### config.mk
export PLATFORM = sky130hd
export DESIGN_NAME = owire_slot_engine
export DESIGN_NICKNAME = d
export VERILOG_FILES = /design/src/rtl/owm_pkg.sv /design/src/rtl/owm_tick_gen.sv /design/src/rtl/owm_slot_gen.sv /design/src/rtl/owm_xfer_ctl.sv /design/src/rtl/owire_slot_engine.sv
export SDC_FILE = /design/constraint.sdc
export NUM_CORES = 1
export LEC_CHECK = 0
export BUFFER_PORTS_ARGS = -buffer_cell sky130_fd_sc_hd__buf_2
export CAP_MARGIN = 20
export CORE_MARGIN = 2
export CORE_UTILIZATION = 25
export DETAILED_ROUTE_END_ITERATION = 6
export SLEW_MARGIN = 10
export SYNTH_ARGS = -nofsm -noshare
export SYNTH_HDL_FRONTEND = slang
export SYNTH_SLANG_ARGS = --single-unit
export TNS_END_PERCENT = 30
### constraint.sdc
create_clock -name clk -period 2.45 [get_ports clk]
set_input_delay 0.49 -clock clk [delete_from_list [all_inputs] [get_ports clk]]
set_output_delay 0.49 -clock clk [all_outputs]
set_load 0.01 [all_outputs]
### src/rtl/owm_pkg.sv
package owm_pkg;

   typedef enum logic [2:0] {
      REG_CTRL  = 3'd0,
      REG_TX    = 3'd1,
      REG_RX    = 3'd2,
      REG_FLAGS = 3'd3,
      REG_DIV   = 3'd4
   } owm_reg_e;

   localparam int CTRL_SINGLE_BIT = 0;
   localparam int FLAG_RXF_BIT    = 0;
   localparam int FLAG_BUSY_BIT   = 1;

endpackage

### src/rtl/owm_tick_gen.sv
module owm_tick_gen #(
   parameter int DIV_W = 8
) (
   input  logic             clk,
   input  logic             rst_n,
   input  logic             run,
   input  logic [DIV_W-1:0] div,
   output logic             tick
);

   logic [DIV_W-1:0] cnt;

   always_ff @(posedge clk) begin
      if (!rst_n)          cnt <= '0;
      else if (!run)       cnt <= '0;
      else if (cnt >= div) cnt <= '0;
      else                 cnt <= cnt + 1'b1;
   end

   assign tick = run && (cnt >= div);

   // the prescaler never runs past the programmed divide
   a_r3_cnt_bounded : assert property (@(posedge clk) disable iff (!rst_n)
      (run && $stable(div)) |-> (cnt <= div));

   // a tick is always followed by a counter restart
   a_r3_tick_restart : assert property (@(posedge clk) disable iff (!rst_n)
      (tick && run) |=> (cnt == '0));

endmodule

### src/rtl/owm_slot_gen.sv
module owm_slot_gen #(
   parameter int LOW_US      = 5,
   parameter int SAMPLE_US   = 15,
   parameter int HOLD_US     = 60,
   parameter int SLOT_US     = 61,
   parameter int SYNC_STAGES = 2
) (
   input  logic clk,
   input  logic rst_n,
   input  logic start,
   input  logic tx_bit,
   input  logic tick,
   input  logic bus_in,
   output logic active,
   output logic drive_low,
   output logic done,
   output logic rx_bit
);

   localparam int US_W = $clog2(SLOT_US + 1);
   localparam logic [US_W-1:0] LOW_T       = US_W'(LOW_US);
   localparam logic [US_W-1:0] HOLD_T      = US_W'(HOLD_US);
   localparam logic [US_W-1:0] SAMPLE_LAST = US_W'(SAMPLE_US - 1);
   localparam logic [US_W-1:0] SLOT_LAST   = US_W'(SLOT_US - 1);

   generate
      if (!(LOW_US >= 1 && LOW_US < SAMPLE_US && SAMPLE_US < HOLD_US && HOLD_US < SLOT_US)) begin : g_bad_timing
         $error("slot timing must satisfy 1 <= LOW < SAMPLE < HOLD < SLOT");
      end
      if (SYNC_STAGES < 0 || SYNC_STAGES > 4) begin : g_bad_sync
         $error("SYNC_STAGES must lie in 0..4");
      end
   endgenerate

   logic bus_s;

   generate
      if (SYNC_STAGES == 0) begin : g_nosync
         assign bus_s = bus_in;
      end else begin : g_sync
         logic [SYNC_STAGES-1:0] sr;
         always_ff @(posedge clk) begin
            if (!rst_n) sr <= '1;
            else begin
               sr[0] <= bus_in;
               for (int i = 1; i < SYNC_STAGES; i++) sr[i] <= sr[i-1];
            end
         end
         assign bus_s = sr[SYNC_STAGES-1];
      end
   endgenerate

   logic [US_W-1:0] us;
   logic            bit_q;

   always_ff @(posedge clk) begin
      if (!rst_n) begin
         active <= 1'b0;
         us     <= '0;
         bit_q  <= 1'b1;
         rx_bit <= 1'b0;
      end else if (!active) begin
         if (start) begin
            active <= 1'b1;
            us     <= '0;
            bit_q  <= tx_bit;
         end
      end else if (tick) begin
         if (us == SAMPLE_LAST) rx_bit <= bus_s;
         if (us == SLOT_LAST) begin
            active <= 1'b0;
            us     <= '0;
         end else begin
            us <= us + 1'b1;
         end
      end
   end

   assign done      = active && tick && (us == SLOT_LAST);
   assign drive_low = active && ((us < LOW_T) || (!bit_q && (us < HOLD_T)));

   // a slot opens with the line pulled low
   a_r4_low_at_start : assert property (@(posedge clk) disable iff (!rst_n)
      $rose(active) |-> drive_low);

   // the final unit of every slot is a recovery unit
   a_r7_recovery : assert property (@(posedge clk) disable iff (!rst_n)
      (active && us == SLOT_LAST) |-> !drive_low);

   // the unit counter stays inside the slot
   a_r7_us_range : assert property (@(posedge clk) disable iff (!rst_n)
      active |-> (us <= SLOT_LAST));

   // completion closes the slot on the next cycle
   a_r7_done_closes : assert property (@(posedge clk) disable iff (!rst_n)
      done |=> !active);

endmodule

### src/rtl/owm_xfer_ctl.sv
module owm_xfer_ctl #(
   parameter int W = 8
) (
   input  logic         clk,
   input  logic         rst_n,
   input  logic         go,
   input  logic [W-1:0] go_data,
   input  logic         single,
   input  logic         slot_active,
   input  logic         slot_done,
   input  logic         slot_rx,
   output logic         start,
   output logic         tx_bit,
   output logic         busy,
   output logic         rx_load,
   output logic [W-1:0] rx_value
);

   localparam int LEFT_W = $clog2(W + 1);
   localparam logic [LEFT_W-1:0] ONE_LEFT = LEFT_W'(1);
   localparam logic [LEFT_W-1:0] ALL_LEFT = LEFT_W'(W);

   generate
      if (W < 2) begin : g_bad_width
         $error("transfer width must be at least 2");
      end
   endgenerate

   logic [LEFT_W-1:0] left;
   logic [W-1:0]      tx_sh;
   logic [W-1:0]      rx_sh;
   logic              single_q;
   logic              start_q;

   always_ff @(posedge clk) begin
      if (!rst_n) begin
         busy     <= 1'b0;
         left     <= '0;
         tx_sh    <= '0;
         rx_sh    <= '0;
         single_q <= 1'b0;
         start_q  <= 1'b0;
      end else begin
         start_q <= 1'b0;
         if (!busy) begin
            if (go) begin
               busy     <= 1'b1;
               tx_sh    <= go_data;
               left     <= single ? ONE_LEFT : ALL_LEFT;
               single_q <= single;
               start_q  <= 1'b1;
            end
         end else if (slot_done) begin
            rx_sh <= {slot_rx, rx_sh[W-1:1]};
            if (left == ONE_LEFT) begin
               busy <= 1'b0;
               left <= '0;
            end else begin
               left    <= left - 1'b1;
               tx_sh   <= {1'b0, tx_sh[W-1:1]};
               start_q <= 1'b1;
            end
         end
      end
   end

   assign start    = start_q;
   assign tx_bit   = tx_sh[0];
   assign rx_load  = busy && slot_done && (left == ONE_LEFT);
   assign rx_value = single_q ? {{(W-1){1'b0}}, slot_rx} : {slot_rx, rx_sh[W-1:1]};

   // a new slot is never requested while one is still running
   a_r9_start_idle : assert property (@(posedge clk) disable iff (!rst_n)
      start |-> !slot_active);

   // the remaining-bit count stays within one transfer
   a_r9_left_range : assert property (@(posedge clk) disable iff (!rst_n)
      busy |-> (left >= ONE_LEFT && left <= ALL_LEFT));

   // a transfer cannot be ended except by a slot completion
   a_r11_busy_holds : assert property (@(posedge clk) disable iff (!rst_n)
      (busy && !slot_done) |=> busy);

endmodule

### src/rtl/owire_slot_engine.sv
module owire_slot_engine #(
   parameter int           DATA_W      = 8,
   parameter int           DIV_W       = 8,
   parameter logic [7:0]   DIV_RESET   = 8'd9,
   parameter int           LOW_US      = 5,
   parameter int           SAMPLE_US   = 15,
   parameter int           HOLD_US     = 60,
   parameter int           SLOT_US     = 61,
   parameter int           SYNC_STAGES = 2
) (
   input  logic              clk,
   input  logic              rst_n,
   input  logic              addr_we,
   input  logic              data_we,
   input  logic              data_re,
   input  logic [DATA_W-1:0] wr_data,
   output logic [DATA_W-1:0] rd_data,
   input  logic              bus_in,
   output logic              bus_drive_low
);
   import owm_pkg::*;

   generate
      if (DIV_W > DATA_W || DIV_W > 8 || DATA_W < 3) begin : g_bad_widths
         $error("need 3 <= DATA_W and DIV_W <= min(DATA_W, 8)");
      end
   endgenerate

   logic [2:0]        addr_q;
   logic              ctrl_single;
   logic [DIV_W-1:0]  div_q;
   logic [DATA_W-1:0] rx_buf;
   logic              rxf;

   logic tick, slot_active, slot_drive, slot_done, slot_rx;
   logic start, tx_bit, busy, rx_load;
   logic [DATA_W-1:0] rx_value;

   logic sel_ctrl, sel_tx, sel_rx, sel_div;
   assign sel_ctrl = (addr_q == REG_CTRL);
   assign sel_tx   = (addr_q == REG_TX);
   assign sel_rx   = (addr_q == REG_RX);
   assign sel_div  = (addr_q == REG_DIV);

   always_ff @(posedge clk) begin
      if (!rst_n) begin
         addr_q      <= '0;
         ctrl_single <= 1'b0;
         div_q       <= DIV_W'(DIV_RESET);
         rx_buf      <= '0;
         rxf         <= 1'b0;
      end else begin
         if (addr_we) addr_q <= wr_data[2:0];
         if (data_we && sel_ctrl) ctrl_single <= wr_data[CTRL_SINGLE_BIT];
         if (data_we && sel_div)  div_q <= wr_data[DIV_W-1:0];
         if (rx_load) begin
            rx_buf <= rx_value;
            rxf    <= 1'b1;
         end else if (data_re && sel_rx) begin
            rxf <= 1'b0;
         end
      end
   end

   always_comb begin
      rd_data = '0;
      case (addr_q)
         REG_CTRL:  rd_data[CTRL_SINGLE_BIT] = ctrl_single;
         REG_RX:    rd_data = rx_buf;
         REG_FLAGS: begin
            rd_data[FLAG_RXF_BIT]  = rxf;
            rd_data[FLAG_BUSY_BIT] = busy;
         end
         REG_DIV:   rd_data[DIV_W-1:0] = div_q;
         default:   rd_data = '0;
      endcase
   end

   owm_tick_gen #(.DIV_W(DIV_W)) u_tick (
      .clk   (clk),
      .rst_n (rst_n),
      .run   (slot_active),
      .div   (div_q),
      .tick  (tick)
   );

   owm_slot_gen #(
      .LOW_US      (LOW_US),
      .SAMPLE_US   (SAMPLE_US),
      .HOLD_US     (HOLD_US),
      .SLOT_US     (SLOT_US),
      .SYNC_STAGES (SYNC_STAGES)
   ) u_slot (
      .clk       (clk),
      .rst_n     (rst_n),
      .start     (start),
      .tx_bit    (tx_bit),
      .tick      (tick),
      .bus_in    (bus_in),
      .active    (slot_active),
      .drive_low (slot_drive),
      .done      (slot_done),
      .rx_bit    (slot_rx)
   );

   owm_xfer_ctl #(.W(DATA_W)) u_xfer (
      .clk         (clk),
      .rst_n       (rst_n),
      .go          (data_we && sel_tx),
      .go_data     (wr_data),
      .single      (ctrl_single),
      .slot_active (slot_active),
      .slot_done   (slot_done),
      .slot_rx     (slot_rx),
      .start       (start),
      .tx_bit      (tx_bit),
      .busy        (busy),
      .rx_load     (rx_load),
      .rx_value    (rx_value)
   );

   assign bus_drive_low = slot_drive;

   // a completed transfer raises receive-full on the next cycle
   a_r8_rxf_set : assert property (@(posedge clk) disable iff (!rst_n)
      rx_load |=> rxf);

   // reading the receive buffer drops receive-full
   a_r10_rxf_clear : assert property (@(posedge clk) disable iff (!rst_n)
      (data_re && sel_rx && !rx_load) |=> !rxf);

   // receive-full only rises when a transfer finishes
   a_r9_rxf_rise : assert property (@(posedge clk) disable iff (!rst_n)
      $rose(rxf) |-> $past(rx_load));

   // the bus is never pulled while no slot runs
   a_r2_idle_released : assert property (@(posedge clk) disable iff (!rst_n)
      !slot_active |-> !bus_drive_low);

endmodule

==> metrics.md <==
| Metric | Value |
|---|---|
| Port buffer count | `22` |
| Peak Freq | `454 MHz` |
| Most frequent cells in the layout | `dfxtp_1 (62), nand2_1 (38), nand3_1 (31), inv_1 (24), buf_2 (22)` |
| Routed wire per std cell | `14.3 um` |
| Setup TNS | `0 ns` |
| MaxCap Viol Count | `0` |
| Filler cells | `1,373` |
| Reg2Reg Setup Slack | `0.27 ns` |
| Synth Flop Type | `dfxtp_1` |
| Outcome | `finished, final reports clean` |
| Row cnt | `42` |
| Unrepaired setup endpoints after global routing | `true` |
| DRT Pass-1 Iters | `5` |
| Asr flop ratio synth | `0%` |
| Setup violations, final | `0` |
| Endpoints failing hold | `0` |
| Tmin final | `2.20 ns` |
| Multi-input gate area | `1970 um^2` |
| Die height | `121 um` |
| Vias/cell | `5.02` |
| Initial antenna violation count | `0` |
| Slew Limit Headroom | `54.6%` |
| Residual DRC | `0` |
| Max incr delay on CP | `0.62 ns` |
| Post-detail-place hpwl | `6.20 mm` |
| First-pass GRT wire length | `14.4 mm` |
| HP Start | `bus_in` |
| Required @ worst endpoint | `1.96 ns` |
| Uppermost layer routed | `met4` |
| Synth cell types | `57` |
| Most common cell after layout, fill and taps aside | `dfxtp_1` |
| CP endpoint kind | `primary output` |
| Final Skew | `0.00657 ns` |
| Largest net degree at the start of global routing | `46` |
| Ys Warns | `0` |
| Pins Over Slew Limit | `0` |
| PwrDens | `617 nW/um^2` |
| Layout cells sized above 1 | `16.9%` |
| Max FO, Critical Path | `13` |
| Clk buf depth | `2` |
| Worst Hold Class | `in -> reg` |
| Mapped Cells | `402` |
| Register area share after synthesis | `36.3%` |
| Sum of routed wire segments on met1 | `4.07 mm` |
| Total wire length | `8.61 mm` |
| DIE WIDTH | `121 um` |
| CP arrival | `1.71 ns` |
| Die area | `14,600 um^2` |
| CP Class | `reg -> out` |
| Slew at the pin closest to its max-slew limit | `0.674 ns` |
| Crit-path leading delay family | `flip-flops` |
| Worst Hold Depth | `2` |
| Global route overflow | `0` |
| CTS tree | `built` |
| Metal2 WL | `4.07 mm` |
| Worst path cell trace | `mux2_2, a22oi_1, o21ai_0, buf_2` |
| Cell Area, Synth | `3420 um^2` |
| Lkg Pwr | `1.49 nW` |
| Sink Count | `62` |
| Reg2reg start | `div_q[2]` |
| P&R area growth vs syn | `17.2%` |
| Root buffer cell | `clkbuf_16` |
| H-tree levels | `3` |
| CTS clk-pin slew, worst paths | `0.06 ns` |
| Gr usage total | `12.2%` |
| EDFF count, synth | `0` |
| DRT antenna net count | `0` |
| Vias in the first global route | `2,850` |
| FF-to-FF End | `u_xfer.left[2]` |
| Worst path slowest cell | `dfxtp_1` |
| Synthesized flop and latch total | `62` |
| FF+latch area | `1240 um^2` |
| WL met3 | `398 um` |
| I/O pins | `23` |
| CP bufs+invs | `1` |
| Drt first-iter violations | `201` |
| R2R depth | `7` |
| Worst path depth | `4` |
| Final #Nets | `450` |
| Placed Cells | `586` |
| Syn Area/Cell | `8.51 um^2` |
| Hold Slack | `0.347 ns` |
| Post-CTS Hold Buffers | `0` |
| Antenna cells | `0` |
| Core box area | `13,300 um^2` |
| Total Power | `0.00247 W` |
| Vias | `3,022` |
| Syn nets | `431` |
| Placer Congestion | `0.786` |
| Initial core utilization | `25.7%` |
| Total CTS buffers | `9` |
| Clk Latency, worst-skew pair | `0.33 ns` |
| Worst setup path start | `addr_q[0]` |
| Finished Layout Cells | `602` |
| Max VDD drop | `317 uV` |
| Final Cycle Share | `89.9%` |
| Worst setup SP type | `flip-flop` |
| Hold EP | `u_slot.g_sync.sr[0]` |
[sequential cells by signal, summed over array words and instances (netlist names)]
| name | count |
|---|---|
| addr_q | 3 |
| ctrl_single | 1 |
| div_q | 8 |
| rx_buf | 8 |
| rxf | 1 |
| u_slot.active | 1 |
| u_slot.bit_q | 1 |
| u_slot.g_sync.sr | 2 |
| u_slot.rx_bit | 1 |
| u_slot.us | 6 |
| u_tick.cnt | 8 |
| u_xfer.busy | 1 |
| u_xfer.left | 4 |
| u_xfer.rx_sh | 7 |
| u_xfer.single_q | 1 |
| u_xfer.start | 1 |
| u_xfer.tx_sh | 8 |
[power by group]
part	leakage [nW]	internal, W	total, W	switching, W
Clock	0.134	0.000783	0.00124	0.000454
Combinational	0.856	0.0000654	0.000161	0.0000959
Sequential	0.502	0.00104	0.00108	0.0000326
[cell usage after synthesis (2+ instances only)]
cell type / instances / share of area [%]
a32o_1: 2 / 0.59
o2111a_1: 2 / 0.66
nor2_1: 21 / 2.3
nor2b_1: 4 / 0.73
mux2i_1: 16 / 4.7
a211oi_2: 2 / 0.73
and4_1: 7 / 1.8
nand4_1: 9 / 1.6
buf_6: 2 / 0.66
nand4b_1: 2 / 0.51
dfxtp_1: 62 / 36
nand2_1: 38 / 4.2
clkbuf_1: 15 / 1.6
a21oi_1: 21 / 3.1
nand2b_1: 5 / 0.91
nor4_1: 2 / 0.37
and3_1: 12 / 2.2
a31oi_1: 9 / 1.6
nor2_2: 7 / 1.3
mux2_2: 3 / 0.99
inv_1: 24 / 2.6
o211ai_1: 10 / 2.2
a22oi_1: 7 / 1.5
xnor2_1: 4 / 1.0
a21o_1: 9 / 2.0
o21ai_0: 8 / 1.2
o221ai_1: 3 / 0.77
nand3_1: 31 / 4.5
and2_1: 3 / 0.55
buf_2: 8 / 1.2
o22ai_1: 3 / 0.55
o2111ai_1: 2 / 0.51
xor2_1: 4 / 1.0
ha_1: 15 / 5.5
nand3b_1: 7 / 1.5
a311oi_1: 2 / 0.51
[logic make-up (layout without fill, tap and decap cells)]
group | count (synthesis) | count (layout) | share of synthesized area, %
AND/OR/NAND/NOR | 162 | 162 | 26.7
AO/OA/AOI/OAI | 86 | 86 | 17.5
flip-flops | 62 | 62 | 36.3
buffers and inverters | 50 | 74 | 6.22
multiplexers | 19 | 19 | 5.67
adder cells (fa/ha/maj) | 15 | 15 | 5.49
XOR/XNOR | 8 | 8 | 2.05
[layer usage]
| layer | vias up | global-route usage, % |
|---|---|---|
| li1 | 1498 | - |
| met1 | 1440 | 16.4 |
| met2 | 75 | 19.8 |
| met3 | 9 | 2.58 |
| met4 | 0 | 2.83 |
| met5 | - | 0 |
[worst max path at each step]
stage / end / slack [ns]
2_1_floorplan: u_tick.cnt[2] / 0.56
3_3_place_gp: u_tick.cnt[3] / 0.36
3_5_place_dp: u_xfer.left[2] / 0.27
4_1_cts: u_xfer.left[2] / 0.23
5_1_grt: u_xfer.left[2] / -0.01
6_report: rd_data[0] / 0.25
[timing repair]
| item | 4_1_cts | 5_1_grt |
|---|---|---|
| endpoints found under the setup margin | 0 | 2 |
| buffers inserted | 0 | 0 |
| hold endpoints to repair | 0 | 0 |
| gates resized for setup | 0 | 1 |
[layout make-up]
class                      instances  area share [%]
clock buffer                      10            5.71
clock inverter                     6            1.56
inverter                          24            2.25
multi-input combinational        290            49.0
sequential                        62            31.0
tap                              176            5.49
timing repair buffer              34            4.99
[per-stage QoR]
stage          worst slack, ns  util, %  cell area, um^2
2_1_floorplan            0.563        -             3420
3_3_place_gp             0.360     28.0             3720
3_5_place_dp             0.274     28.0             3720
4_1_cts                  0.227     30.2             4010
5_1_grt                -0.0103     30.2             4010
6_report                 0.247     30.2             4010
[worst register-to-register path, stage by stage, from the launching register on]
cell	delay, ns
dfxtp_1	0.36
inv_1	0.06
ha_1	0.30
a21oi_1	0.15
a21oi_1	0.11
o21ai_0	0.59
nand3_1	0.24
o221ai_1	0.27
Note: power is estimated with default switching activity, not from simulation.
